[src/rtl/sirq_pkg.sv]
package sirq_pkg;
  typedef enum logic [1:0] {
    ST_IDLE   = 2'd0,
    ST_FRAMES = 2'd1,
    ST_STOP   = 2'd2
  } agent_state_e;

  typedef enum logic [1:0] {
    PH_SAMPLE  = 2'd0,
    PH_RECOVER = 2'd1,
    PH_TURN    = 2'd2
  } slot_phase_e;
endpackage

[src/rtl/sirq_lowrun.sv]
// Measures consecutive low samples of the wire and flags the edge that ends a run.
module sirq_lowrun #(
  parameter int RUN_W = 4
) (
  input  logic             clk,
  input  logic             rst,
  input  logic             line_in,
  output logic [RUN_W-1:0] run_len,
  output logic             rise
);
  always_ff @(posedge clk) begin
    if (rst) begin
      run_len <= '0;
    end else if (line_in) begin
      run_len <= '0;
    end else if (run_len != {RUN_W{1'b1}}) begin
      run_len <= run_len + 1'b1;
    end
  end

  // high sample that closes a low run; run_len still holds its length
  assign rise = line_in && (run_len != '0);
endmodule

[src/rtl/sirq_slot_ctr.sv]
// Tracks slot index and phase of the data frames; exposes next-state for registered outputs.
module sirq_slot_ctr
  import sirq_pkg::*;
#(
  parameter int NUM_SLOTS = 21,
  parameter int SLOT_W    = 5
) (
  input  logic              clk,
  input  logic              rst,
  input  logic              load,
  output logic              active_q,
  output logic [SLOT_W-1:0] slot_q,
  output slot_phase_e       phase_q,
  output logic              nxt_active,
  output logic [SLOT_W-1:0] nxt_slot,
  output slot_phase_e       nxt_phase,
  output logic              last
);
  localparam logic [SLOT_W-1:0] LAST_SLOT = SLOT_W'(NUM_SLOTS - 1);

  assign last = active_q && (phase_q == PH_TURN) && (slot_q == LAST_SLOT);

  always_comb begin
    nxt_active = active_q;
    nxt_slot   = slot_q;
    nxt_phase  = phase_q;
    if (load) begin
      nxt_active = 1'b1;
      nxt_slot   = '0;
      nxt_phase  = PH_SAMPLE;
    end else if (active_q) begin
      case (phase_q)
        PH_SAMPLE:  nxt_phase = PH_RECOVER;
        PH_RECOVER: nxt_phase = PH_TURN;
        default: begin
          nxt_phase = PH_SAMPLE;
          if (slot_q == LAST_SLOT) nxt_active = 1'b0;
          else                     nxt_slot   = slot_q + 1'b1;
        end
      endcase
    end
  end

  always_ff @(posedge clk) begin
    if (rst) begin
      active_q <= 1'b0;
      slot_q   <= '0;
      phase_q  <= PH_SAMPLE;
    end else begin
      active_q <= nxt_active;
      slot_q   <= nxt_slot;
      phase_q  <= nxt_phase;
    end
  end
endmodule

[src/rtl/sirq_slot_drv.sv]
// Registered wire drivers computed from the next slot/phase and the wake request.
module sirq_slot_drv
  import sirq_pkg::*;
#(
  parameter int NUM_SLOTS = 21,
  parameter int SLOT_W    = 5
) (
  input  logic                 clk,
  input  logic                 rst,
  input  logic                 nxt_active,
  input  logic [SLOT_W-1:0]    nxt_slot,
  input  slot_phase_e          nxt_phase,
  input  logic [NUM_SLOTS-1:0] report_nxt,
  input  logic                 wake_req,
  output logic                 drive_low,
  output logic                 drive_high,
  output logic                 drive_oe
);
  logic low_d;
  logic high_d;

  always_comb begin
    low_d  = wake_req;
    high_d = 1'b0;
    if (nxt_active) begin
      if (nxt_phase == PH_SAMPLE)  low_d  = report_nxt[nxt_slot];
      if (nxt_phase == PH_RECOVER) high_d = drive_low;
    end
  end

  always_ff @(posedge clk) begin
    if (rst) begin
      drive_low  <= 1'b0;
      drive_high <= 1'b0;
      drive_oe   <= 1'b0;
    end else begin
      drive_low  <= low_d;
      drive_high <= high_d;
      drive_oe   <= low_d | high_d;
    end
  end
endmodule

[src/rtl/sirq_agent.sv]
module sirq_agent
  import sirq_pkg::*;
#(
  parameter int NUM_SLOTS      = 21,
  parameter int START_MIN      = 4,
  parameter int START_MAX      = 8,
  parameter int STOP_QUIET_LEN = 2,
  parameter int STOP_CONT_LEN  = 3
) (
  input  logic                 clk,
  input  logic                 rst,
  input  logic [NUM_SLOTS-1:0] irq_in,
  input  logic                 line_in,
  output logic                 drive_low,
  output logic                 drive_high,
  output logic                 drive_oe,
  output logic                 quiet_mode
);
  localparam int SLOT_W = (NUM_SLOTS > 1) ? $clog2(NUM_SLOTS) : 1;
  localparam int RUN_W  = $clog2(START_MAX + 2);

  agent_state_e         state_q, state_d;
  logic                 quiet_q, quiet_d;
  logic [NUM_SLOTS-1:0] report_q;
  logic [NUM_SLOTS-1:0] report_nxt;

  logic [RUN_W-1:0]  run_len;
  logic              rise;
  logic              start_ok;
  logic              load;
  logic              wake_req;
  logic              cur_active;
  logic [SLOT_W-1:0] cur_slot;
  slot_phase_e       cur_phase;
  logic              nxt_active;
  logic [SLOT_W-1:0] nxt_slot;
  slot_phase_e       nxt_phase;
  logic              frame_last;

  sirq_lowrun #(.RUN_W(RUN_W)) u_lowrun (
    .clk(clk), .rst(rst), .line_in(line_in),
    .run_len(run_len), .rise(rise)
  );

  assign start_ok = rise && (run_len >= RUN_W'(START_MIN)) && (run_len <= RUN_W'(START_MAX));
  assign load     = (state_q == ST_IDLE) && start_ok;

  // quiet-mode wake: one-clock low on an idle wire when the inputs moved
  assign wake_req = (state_q == ST_IDLE) && quiet_q && line_in && !rise &&
                    (irq_in != report_q) && !drive_low;

  assign report_nxt = load ? irq_in : report_q;

  sirq_slot_ctr #(.NUM_SLOTS(NUM_SLOTS), .SLOT_W(SLOT_W)) u_ctr (
    .clk(clk), .rst(rst), .load(load),
    .active_q(cur_active), .slot_q(cur_slot), .phase_q(cur_phase),
    .nxt_active(nxt_active), .nxt_slot(nxt_slot), .nxt_phase(nxt_phase),
    .last(frame_last)
  );

  sirq_slot_drv #(.NUM_SLOTS(NUM_SLOTS), .SLOT_W(SLOT_W)) u_drv (
    .clk(clk), .rst(rst),
    .nxt_active(nxt_active), .nxt_slot(nxt_slot), .nxt_phase(nxt_phase),
    .report_nxt(report_nxt), .wake_req(wake_req),
    .drive_low(drive_low), .drive_high(drive_high), .drive_oe(drive_oe)
  );

  always_comb begin
    state_d = state_q;
    quiet_d = quiet_q;
    case (state_q)
      ST_IDLE:   if (load) state_d = ST_FRAMES;
      ST_FRAMES: if (frame_last) state_d = ST_STOP;
      ST_STOP: begin
        if (rise) begin
          state_d = ST_IDLE;
          if (run_len == RUN_W'(STOP_QUIET_LEN))     quiet_d = 1'b1;
          else if (run_len == RUN_W'(STOP_CONT_LEN)) quiet_d = 1'b0;
        end
      end
      default: state_d = ST_IDLE;
    endcase
  end

  always_ff @(posedge clk) begin
    if (rst) begin
      state_q  <= ST_IDLE;
      quiet_q  <= 1'b0;
      report_q <= '0;
    end else begin
      state_q  <= state_d;
      quiet_q  <= quiet_d;
      report_q <= report_nxt;
    end
  end

  assign quiet_mode = quiet_q;
endmodule

[config.mk]
export PLATFORM = sky130hd
export DESIGN_NAME = sirq_agent
export DESIGN_NICKNAME = d
export VERILOG_FILES = /design/src/rtl/sirq_pkg.sv /design/src/rtl/sirq_lowrun.sv /design/src/rtl/sirq_slot_ctr.sv /design/src/rtl/sirq_slot_drv.sv /design/src/rtl/sirq_agent.sv
export SDC_FILE = /design/constraint.sdc
export NUM_CORES = 1
export LEC_CHECK = 0
export ABC_AREA = 1
export BUFFER_PORTS_ARGS = -buffer_cell sky130_fd_sc_hd__buf_2
export CAP_MARGIN = 20
export CORE_MARGIN = 4
export CORE_UTILIZATION = 45
export CTS_CLUSTER_SIZE = 8
export DETAILED_ROUTE_END_ITERATION = 8
export PLACE_DENSITY = 0.64
export REMOVE_ABC_BUFFERS = 1
export SYNTH_ARGS = -nofsm -noshare
export SYNTH_HDL_FRONTEND = slang
export SYNTH_SLANG_ARGS = --single-unit
[constraint.sdc]
create_clock -name clk -period 3.8 [get_ports clk]
set_input_delay 0 -clock clk [delete_from_list [all_inputs] [get_ports clk]]
set_output_delay 0 -clock clk [all_outputs]
set_load 0.02 [all_outputs]
==> key figures, run 1 <==
Synthesis
  • Synth Register Bits: 39
  • Post-Syn Area: roughly 0.0024 mm^2
  • Mapped Cells: 343
  • Area leader, netlist: dfxtp_1
  • Distinct cells, synth: 36
  • Share of the synthesized area in the top cell type: 32.7%
  • YS warnings: 0
  • Ranking of synthesized cells by area: dfxtp_1 33%, nand2_1 12%, inv_1 8.5%
  • Register area share after synthesis: 32.7%
  • Syn Area/Cell: 6.97 um^2

Critical path
  • WP data required: 4.00 ns
  • Critical path type: reg -> reg
  • Slowest stage delay, CP: 0.49 ns
  • Worst r2r src: u_lowrun.run_len[0]
  • CP max-delay cell: nand3_4
  • CP Launch Type: flop
  • Worst R2R Setup Slack: 1.34 ns
  • R2R Path End: u_drv.drive_oe
  • Crit-path most repeated cell: nand2_1
  • R2R depth: 15
  • Critical path capture point type: flop
  • Critical path cell sequence: inv_1 > ha_1 > nand2_2 > nand2_4 > nand3_4 > nand3_2 > nand2_1 > nand3_1 > nand3_1 > nand2_1 > nand2_1 > nand3_1 > nand2_1 > nand2_1 > nand2_1
  • CP arrival: approximately 2.7 ns
  • CP Max Fanout: 50

Floorplan
  • Core area: between 0.005 and 0.006 mm^2
  • Rows: 26
  • Die Y-Extent: 80.9 um
  • I/O pins: 28
  • Die area: approximately 0.0065 mm^2
  • Initial Utilization: a little under half
  • DIE WIDTH: 80.9 um

Routing
  • Top layer in use: met4
  • WL per Instance: approximately 11 um
  • WL met2: 2.32 mm
  • DR DRC count: 0
  • Via Count: 2160
  • Drt pass-1 iters: 4
  • Vias per cell: roughly 4.8
  • Routed wire length: 5.11 mm
  • Met3 routed WL: 188 um
  • DRT iter0 DRCs: 115
  • DRT antenna net count: 0
  • M1 wire length: 2.54 mm

Global route
  • Aggregate global-route resource usage: 17.6%
  • Total gr overflow: 0
  • Vias in the first global route: just over 2k
  • Initial antenna violation count: 0
  • Largest net degree at the start of global routing: 51
  • First-pass GRT wire length: 9.14 mm

STA
  • Count of final hold-check violations: 0
  • Fin crit share: between 60 and 70%
  • Final setup violating endpoints: 0
  • Min Clock Period, post-route: 2.46 ns
  • Pins over their slew limit: 0
  • Slew @ Worst Pin: 0.673 ns
  • RSZ-0062 raised after global routing: false
  • Fmax: roughly 0.41 GHz
  • Clk_skew: 0.0107 ns
  • Relative slew slack: 55.1%
  • Setup TNS: 0 ns

Placement
  • IO Port Bufs: 27
  • RePlAce Congestion: 0.824
  • Placed insts: around 430
  • Post-DP HPWL: 3.73 mm

CTS
  • Cts repair resizes: 0
  • H-tree levels: 2
  • Clock-pin slew on the worst setup and hold paths: roughly 0.080 ns
  • Clock Latency Late Sink: ~0.30 ns
  • # Post-CTS Setup Buffers: 0
  • Clock buffer count from CTS: 5
  • Root buffer cell: clkbuf_8
  • CTS tree: yes
  • Max Root-Sink Buffers: 2
  • Clock Sinks: 39

Cells and area
  • Area Growth Syn to Fin: 14.4%
  • Commonest non-fill, non-tap cells in the layout: 75 x nand2_1, 54 x inv_1, 39 x dfxtp_1
  • # nets final: about 410
  • Number of diodes: 0
  • Multi-input combinational cell area: 0.00130 mm^2
  • Fill cells: 529
  • Most common cell after layout, fill and taps aside: nand2_1
  • Register area: 781 um^2
  • Layout cell share with drive strength beyond 1: 16.1%
  • Non-Filler Instances: 450

Worst hold path
  • Worst hold start: line_in
  • Worst hold stages: 4
  • Hold EP: u_lowrun.run_len[3]
  • Hold Path Class: in -> reg

Run
  • Max Cap Violations: 0

Power and ir drop
  • Peak supply drop: 0.000174 V
  • Design Power: approximately 0.75 mW
  • Power Dens Cells: about 270 mW/mm^2
  • Leak: 1.26 nW

Outcome
  • Status: complete, no violations
[worst max-delay path: cells and delay by family (launching register included)]
family	cells	cell delay, ns
buf+inv	1	0.09
fa+ha+maj	1	0.18
flops	1	0.34
simple gates	13	1.73
[metal layers]
layer  vias up  GRT usage, %
met2        40          28.2
met1       946          22.7
met4         0          7.26
met5         -             0
met3         6          4.21
li1       1168             -
[layout make-up]
cell class | count | share of cell area [%]
Multi-Input combinational cell | 235 | 47.5
Sequential cell | 39 | 28.5
Timing Repair Buffer | 40 | 9.70
Inverter | 58 | 7.96
Tap cell | 70 | 3.20
Clock buffer | 6 | 2.65
Clock inverter | 2 | 0.457
[cell families after synthesis]
logic type	count (synthesis)	synth area share, %
AO/OA/AOI/OAI	40	11.7
XOR/XNOR	20	7.33
adder cells (fa/ha/maj)	5	2.62
buffers and inverters	69	13.0
flip-flops	39	32.7
AND/OR/NAND/NOR	170	32.7
[metrics by stage]
stage,area (um^2),setup WS (ns),util [%],hold slack [ns]
3_3_place_gp,2520,1.40,49.0,0.278
2_1_floorplan,2300,1.70,-,0.0691
5_1_grt,2740,0.990,53.2,0.0238
4_1_cts,2740,1.34,53.2,0.00552
6_report,2740,1.34,53.2,0.0219
3_5_place_dp,2520,1.35,49.0,0.286
[registers in the layout, summed over array words and instances, names as in the netlist]
register	flops
quiet_mode	1
report_q	21
state_q	2
u_ctr.active_q	1
u_ctr.phase_q	2
u_ctr.slot_q	5
u_drv.drive_high	1
u_drv.drive_low	1
u_drv.drive_oe	1
u_lowrun.run_len	4
[where the power goes]
part / switching, mW / internal, mW / total [mW]
clock network: 0.148 / 0.128 / 0.277
logic: 0.0312 / 0.0292 / 0.0604
registers: 0.00174 / 0.410 / 0.412
[synth_stat cells (all sizes together)]
cell type / count
dfxtp: 39
inv: 58
nand3: 27
nand4: 14
o2111ai: 1
o21ai: 17
a211oi: 7
ha: 5
buf: 7
nor4: 2
nand2: 79
clkbuf: 4
o211ai: 1
a31oi: 1
nor3: 3
nor3b: 1
o31ai: 1
a2111oi: 1
a21oi: 11
nor2: 41
xor2: 10
or2: 3
xnor2: 10
[timing repair]
item | CTS | global route
endpoints found under the hold margin | 13 | 0
endpoints found under the setup margin | 0 | 0
hold buffers | 13 | 0
[worst max path at each step]
stage | from | to | cells after the start
after global placement | u_lowrun.run_len[0] | u_drv.drive_oe | 16
after floorplan | u_lowrun.run_len[0] | u_drv.drive_oe | 16
after global routing | u_lowrun.run_len[0] | u_drv.drive_oe | 16
after CTS | u_lowrun.run_len[0] | u_drv.drive_oe | 15
final | u_lowrun.run_len[0] | u_drv.drive_oe | 15
after detailed placement | u_lowrun.run_len[0] | u_drv.drive_oe | 15
No activity file was read; power rests on OpenSTA's default activity.
==> run 2: changes to the inputs <==
==> constraint.sdc (replaced) <==
create_clock -name clk -period 2.3 [get_ports clk]
set_input_delay 0 -clock clk [delete_from_list [all_inputs] [get_ports clk]]
set_output_delay 0 -clock clk [all_outputs]
set_load 0.02 [all_outputs]
==> key figures, run 2 (synthesized netlist as in run 1, its figures left out) <==
Floorplan
  • Initial Utilization: 46.5% (unchanged)
  • Die Y-Extent: 80.9 um (unchanged)
  • Rows: 26 (unchanged)
  • I/O pins: 28 (unchanged)
  • Core area: 0.00514 mm^2 (unchanged)
  • Die area: 0.00654 mm^2 (unchanged)
  • DIE WIDTH: 80.9 um (unchanged)

Routing
  • Met3 routed WL: 239 um (was 188 um)
  • DR DRC count: 0 (unchanged)
  • DRT antenna net count: 0 (unchanged)
  • M1 wire length: 2.52 mm (was 2.54 mm)
  • Via Count: 2184 (was 2160)
  • Vias per cell: 4.81 (was 4.80)
  • Top layer in use: met4 (unchanged)
  • Routed wire length: 5.37 mm (was 5.11 mm)
  • Drt pass-1 iters: 4 (unchanged)
  • WL per Instance: 11.8 um (was 11.4 um)
  • DRT iter0 DRCs: 100 (was 115)
  • WL met2: 2.54 mm (was 2.32 mm)

Placement
  • RePlAce Congestion: 0.839 (was 0.824)
  • Placed Area: 0.00258 mm^2 (was 0.00252 mm^2)
  • Placed insts: 435 (was 429)
  • IO Port Bufs: 27 (unchanged)
  • Post-DP HPWL: 3.92 mm (was 3.73 mm)

Cells and area
  • Max reg flops: 21 (unchanged)
  • Largest Register: report_q (unchanged)
  • Commonest non-fill, non-tap cells in the layout: 75 x nand2_1, 54 x inv_1, 39 x dfxtp_1 (unchanged)
  • Non-Filler Instances: 454 (was 450)
  • Layout cell share with drive strength beyond 1: 17.7% (was 16.1%)
  • Fill cells: 517 (was 529)
  • Biggest registers after layout: report_q x21, u_ctr.slot_q x5, u_lowrun.run_len x4 (unchanged)
  • Final Cell Area: 0.00281 mm^2 (was 0.00274 mm^2)
  • Area Growth Syn to Fin: 17.6% (was 14.4%)
  • Register area: 781 um^2 (unchanged)
  • Number of diodes: 0 (unchanged)
  • Most common cell after layout, fill and taps aside: nand2_1 (unchanged)
  • # nets final: 412 (was 408)
  • Multi-input combinational cell area: 0.00131 mm^2 (was 0.00130 mm^2)

Critical path
  • Crit-path most repeated cell: nand2_1 (unchanged)
  • Critical path cell sequence: inv_1 > ha_1 > nand2_2 > nand2_4 > nand3_4 > buf_4 > o21ai_2 > nor2_4 > inv_1 > nand3_1 > nand2_1 > nand2_1 > nand3_1 > nand2_1 > nand2_1 > nand2_1 (was inv_1 > ha_1 > nand2_2 > nand2_4 > nand3_4 > nand3_2 > nand2_1 > nand3_1 > nand3_1 > nand2_1 > nand2_1 > nand3_1 > nand2_1 > nand2_1 > nand2_1)
  • CP arrival: 2.33 ns (was 2.65 ns)
  • CP top delay family: simple AND/OR/NAND/NOR gates (unchanged)
  • Critical path capture point type: flop (unchanged)
  • CP max-delay cell: dfxtp_1 (was nand3_4)
  • CP Launch Type: flop (unchanged)
  • Slowest stage delay, CP: 0.39 ns (was 0.49 ns)
  • WP data required: 2.54 ns (was 4.00 ns)
  • Critical path type: reg -> reg (unchanged)
  • WP buf/inv: 3 (was 1)
  • CP Max Fanout: 10 (was 50)

CTS
  • # Post-CTS Setup Buffers: 0 (unchanged)
  • CTS tree: yes (unchanged)
  • Clock buffer count from CTS: 5 (unchanged)
  • Clock-pin slew on the worst setup and hold paths: 0.08 ns (about the same)
  • Clock Sinks: 39 (unchanged)
  • Root buffer cell: clkbuf_8 (unchanged)
  • Max Root-Sink Buffers: 2 (unchanged)
  • Clock Latency Late Sink: 0.30 ns (about the same)
  • H-tree levels: 2 (unchanged)

Global route
  • Aggregate global-route resource usage: 18.3% (was 17.6%)
  • Vias in the first global route: 2168 (was 2077)
  • Largest net degree at the start of global routing: 36 (was 51)
  • Total gr overflow: 0 (unchanged)
  • Initial antenna violation count: 0 (unchanged)
  • First-pass GRT wire length: 9.47 mm (was 9.14 mm)

STA
  • Hold WS: 0.00932 ns (was 0.0219 ns)
  • Clk_skew: 0.00713 ns (was 0.0107 ns)
  • Slew @ Worst Pin: 0.672 ns (was 0.673 ns)
  • Count of final hold-check violations: 0 (unchanged)
  • Fmax: 0.479 GHz (was 0.407 GHz)
  • Min Clock Period, post-route: 2.09 ns (was 2.46 ns)
  • Final setup violating endpoints: 0 (unchanged)
  • Fin crit share: 90.8% (was 64.6%)
  • Setup TNS: 0 ns (unchanged)
  • Pins over their slew limit: 0 (unchanged)
  • Relative slew slack: 55.2% (was 55.1%)

Worst hold path
  • Hold Path Class: in -> reg (unchanged)

Power and ir drop
  • Leak: 1.31 nW (was 1.26 nW)
  • Psw: 0.302 mW (was 0.181 mW)
  • Comb pwr share: 7.1% (was 8.1%)
  • Power Dens Cells: 490 mW/mm^2 (was 274 mW/mm^2)
  • Peak supply drop: 0.000235 V (was 0.000174 V)
  • Design Power: 1.38 mW (was 0.749 mW)
  • Cell internal pwr: 1.08 mW (was 0.568 mW)
  • Seq pwr share: 49.4% (was 55.0%)
  • Clock share of power: 43.5% (was 36.9%)
  • Sw Ratio: 21.9% (was 24.2%)

Outcome
  • Status: complete, no violations (unchanged)

Run
  • Max Cap Violations: 0 (unchanged)
run 2: cell count changes in the layout (fill, tap and decap cells not counted), sizes merged:
cell and delta:
buf +6, bufinv +1, clkinvlp -1, dlygate4sd3 -2
run 2: path summary, 6_finish.rpt:
path	from	end	slack (ns)	cells past startpoint
setup / recovery	u_lowrun.run_len[0]	u_drv.drive_oe	0.21	16
hold / removal	irq_in[1]	report_q[1]	0.009	3
setup reg to reg	u_lowrun.run_len[0]	u_drv.drive_oe	0.21	16
hold reg to reg	quiet_mode	quiet_mode	0.48	2
run 2: cell type report:
| cell class | instances | area share (%) |
|---|---|---|
| multi-input combinational | 235 | 46.4 |
| clock buffer | 6 | 2.94 |
| clock inverter | 2 | 1.25 |
| tap | 70 | 3.11 |
| inverter | 58 | 7.74 |
| timing repair buffer | 44 | 10.8 |
| sequential | 39 | 27.8 |
run 2: per-stage QoR:
step / utilization [%] / worst slack [ns]
after detailed placement: 50.1 / 0.251
after global placement: 50.1 / 0.277
after floorplan: - / 0.203
after CTS: 54.6 / 0.202
final: 54.7 / 0.211
after global routing: 54.7 / -0.00182
run 2: what timing repair did:
action                     CTS  global route
hold buffers                11             0
gates resized for setup      0             1
hold endpoints to repair    11             0
setup endpoints to repair    0             2
run 2: per-layer routing:
| layer | vias up | GRT usage [%] |
|---|---|---|
| li1 | 1174 | - |
| met1 | 959 | 23.3 |
| met2 | 44 | 30.5 |
| met3 | 7 | 4.10 |
| met4 | 0 | 6.25 |
| met5 | - | 0 |
run 2: worst reg2reg max path, delay by kind of cell (launching register included):
kind	cells	cell delay, ns
flip-flops	1	0.39
AND/OR/NAND/NOR	11	0.95
adder cells (fa/ha/maj)	1	0.22
buffers and inverters	3	0.39
AO/OA/AOI/OAI	1	0.09
run 2: power groups by stage:
stage | clock [mW] | sequential [mW] | combinational, mW
after floorplan | 0 | 0.696 | 0.0378
after global placement | 0 | 0.696 | 0.0831
after detailed placement | 0 | 0.696 | 0.0837
after CTS | 0.621 | 0.680 | 0.0984
after global routing | 0.651 | 0.681 | 0.109
final | 0.599 | 0.681 | 0.0983
==> run 3: changes to the inputs <==
--- a/config.mk
+++ b/config.mk
@@ -6,13 +6,13 @@
 export NUM_CORES = 1
 export LEC_CHECK = 0
 export ABC_AREA = 1
-export BUFFER_PORTS_ARGS = -buffer_cell sky130_fd_sc_hd__buf_2
+export BUFFER_PORTS_ARGS = -buffer_cell sky130_fd_sc_hd__clkbuf_2
 export CAP_MARGIN = 20
 export CORE_MARGIN = 4
-export CORE_UTILIZATION = 45
+export CORE_UTILIZATION = 58
 export CTS_CLUSTER_SIZE = 8
 export DETAILED_ROUTE_END_ITERATION = 8
-export PLACE_DENSITY = 0.64
+export PLACE_DENSITY = 0.79
 export REMOVE_ABC_BUFFERS = 1
 export SYNTH_ARGS = -nofsm -noshare
 export SYNTH_HDL_FRONTEND = slang
==> key figures, run 3 (synthesized netlist as in run 1, its figures left out) <==
STA
  • RSZ-0062 raised after global routing: false
  • Setup TNS: 0 ns (unchanged)
  • Count of final hold-check violations: 2 (was 0)
  • Min Clock Period, post-route: 2.08 ns (was 2.09 ns)
  • Relative slew slack: 51.4% (was 55.2%)
  • Pins over their slew limit: 0 (unchanged)
  • Hold WS: -0.00293 ns (was 0.00932 ns)
  • Fin crit share: 90.6% (was 90.8%)
  • Final setup violating endpoints: 0 (unchanged)
  • Fmax: 0.480 GHz (was 0.479 GHz)
  • Clk_skew: 0.00447 ns (was 0.00713 ns)
  • Slew @ Worst Pin: 0.729 ns (was 0.672 ns)

Floorplan
  • Initial Utilization: 59.8% (was 46.5%)
  • DIE WIDTH: 72.2 um (was 80.9 um)
  • Die area: 0.00521 mm^2 (was 0.00654 mm^2)
  • Core area: 0.00400 mm^2 (was 0.00514 mm^2)
  • Rows: 23 (was 26)
  • Die Y-Extent: 72.2 um (was 80.9 um)
  • I/O pins: 28 (unchanged)

CTS
  • Max Root-Sink Buffers: 2 (unchanged)
  • CTS tree: yes (unchanged)
  • Clock Sinks: 39 (unchanged)
  • Root buffer cell: clkbuf_8 (unchanged)
  • # Post-CTS Setup Buffers: 0 (unchanged)
  • Clock buffer count from CTS: 5 (unchanged)
  • Clock-pin slew on the worst setup and hold paths: 0.08 ns (about the same)
  • Clock Latency Late Sink: 0.29 ns (was 0.30 ns)
  • H-tree levels: 2 (unchanged)

Critical path
  • Critical path type: reg -> reg (unchanged)
  • Critical path capture point type: flop (unchanged)
  • CP startpoint: u_lowrun.run_len[1] (was u_lowrun.run_len[0])
  • CP arrival: 2.27 ns (was 2.33 ns)
  • Worst r2r src: u_lowrun.run_len[1] (was u_lowrun.run_len[0])
  • WP data required: 2.49 ns (was 2.54 ns)
  • CP Launch Type: flop (unchanged)
  • CP Max Fanout: 17 (was 10)

Cells and area
  • Largest Register: report_q (unchanged)
  • Biggest registers after layout: report_q x21, u_ctr.slot_q x5, u_lowrun.run_len x4 (unchanged)
  • Number of diodes: 0 (unchanged)
  • Max reg flops: 21 (unchanged)
  • Commonest non-fill, non-tap cells in the layout: 73 x nand2_1, 54 x inv_1, 38 x nor2_1, 38 x dfxtp_1, 27 x clkbuf_2 (was 75 x nand2_1, 54 x inv_1, 39 x dfxtp_1)
  • Final Cell Area: 0.00278 mm^2 (was 0.00281 mm^2)
  • Area Growth Syn to Fin: 16.2% (was 17.6%)
  • Layout cell share with drive strength beyond 1: 18.4% (was 17.7%)
  • Most common cell after layout, fill and taps aside: nand2_1 (unchanged)
  • Final core occ: 69.4% (was 54.7%)
  • # nets final: 408 (was 412)

Routing
  • Via Count: 2212 (was 2184)
  • Routed wire length: 5.27 mm (was 5.37 mm)
  • DR DRC count: 0 (unchanged)
  • Vias per cell: 5.14 (was 4.81)
  • DRT iter0 DRCs: 204 (was 100)
  • DRT antenna net count: 0 (unchanged)
  • Drt pass-1 iters: 4 (unchanged)
  • WL per Instance: 12.3 um (was 11.8 um)

Global route
  • Vias in the first global route: 2003 (was 2168)
  • Largest net degree at the start of global routing: 36 (unchanged)
  • First-pass GRT wire length: 9.00 mm (was 9.47 mm)
  • Total gr overflow: 0 (unchanged)
  • Aggregate global-route resource usage: 21.6% (was 18.3%)
  • Initial antenna violation count: 0 (unchanged)

Outcome
  • Status: complete, but fails checks (was complete, no violations)
  • Failing checks: hold timing

Run
  • Max Cap Violations: 0 (unchanged)

Worst hold path
  • Worst hold start: irq_in[19] (was irq_in[1])
  • Hold Path Class: in -> reg (unchanged)

Power and ir drop
  • Leak: 1.30 nW (was 1.31 nW)
  • Power Dens Cells: 465 mW/mm^2 (was 490 mW/mm^2)
  • Peak supply drop: 0.000405 V (was 0.000235 V)

Placement
  • RePlAce Congestion: 0.915 (was 0.839)
  • Placed Area: 0.00255 mm^2 (was 0.00258 mm^2)
  • IO Port Bufs: 27 (unchanged)
  • Post-DP HPWL: 3.78 mm (was 3.92 mm)
[run 3: cell types whose count changed in the layout (fill, tap and decap cells not counted), moves of 2 or more]
cell           delta
buf_2            -27
buf_4             -3
clkbuf_2         +27
dlygate4sd3_1     -3
nand2_1           -2
nand2_2           +2
[run 3: power by group]
part	leakage, nW	total (mW)	internal (mW)	switching [mW]
combinational	0.935	0.0939	0.0432	0.0506
sequential	0.315	0.681	0.678	0.00293
clock	0.0505	0.518	0.273	0.245
total	1.30	1.29	0.994	0.298
[run 3: final cells by class]
cell class                 instances  area (um^2)
clock buffer                       7         96.3
tap                               50         62.6
clock inverter                     1         7.51
sequential                        39          782
multi-input combinational        235         1320
timing repair buffer              40          295
inverter                          58          218
fill                             340         1220
[run 3: critical path: stages (launching register included)]
cell	delay (ns)
dfxtp_1	0.38
inv_1	0.08
ha_1	0.20
nand2_2	0.09
nand2_4	0.09
nand3_4	0.18
buf_12	0.18
nand2_1	0.06
nand2_1	0.07
nand2_1	0.06
nand3_1	0.10
nand3_1	0.07
nand2_1	0.07
nand2_1	0.05
nand3_1	0.08
nand2_1	0.05
nand2_1	0.09
nand2_1	0.07
[run 3: final timing paths]
check	end	slack, ns	cells past startpoint
min	report_q[19]	-0.003	3
max	u_drv.drive_oe	0.22	17
max reg2reg	u_drv.drive_oe	0.22	17
min reg2reg	u_lowrun.run_len[0]	0.46	1
[run 3: what timing repair did]
action	in CTS	in global routing
setup endpoints to repair	0	2
gates resized for setup	0	5
hold buffers	8	0
endpoints found under the hold margin	8	0
[run 3: stage by stage]
step	worst slack, ns	cells	power, mW
2_1_floorplan	0.203	332	0.734
3_3_place_gp	0.230	413	0.778
3_5_place_dp	0.201	413	0.779
4_1_cts	0.170	429	1.30
5_1_grt	0.00399	430	1.34
6_report	0.216	430	1.29
[run 3: per-layer routing]
metal	up-vias	GRT usage [%]	share of wire (%)
met5	-	0	0
met4	0	5.64	1.1
met3	8	3.88	4.2
met2	47	35.0	48
met1	997	29.6	47
li1	1160	-	-
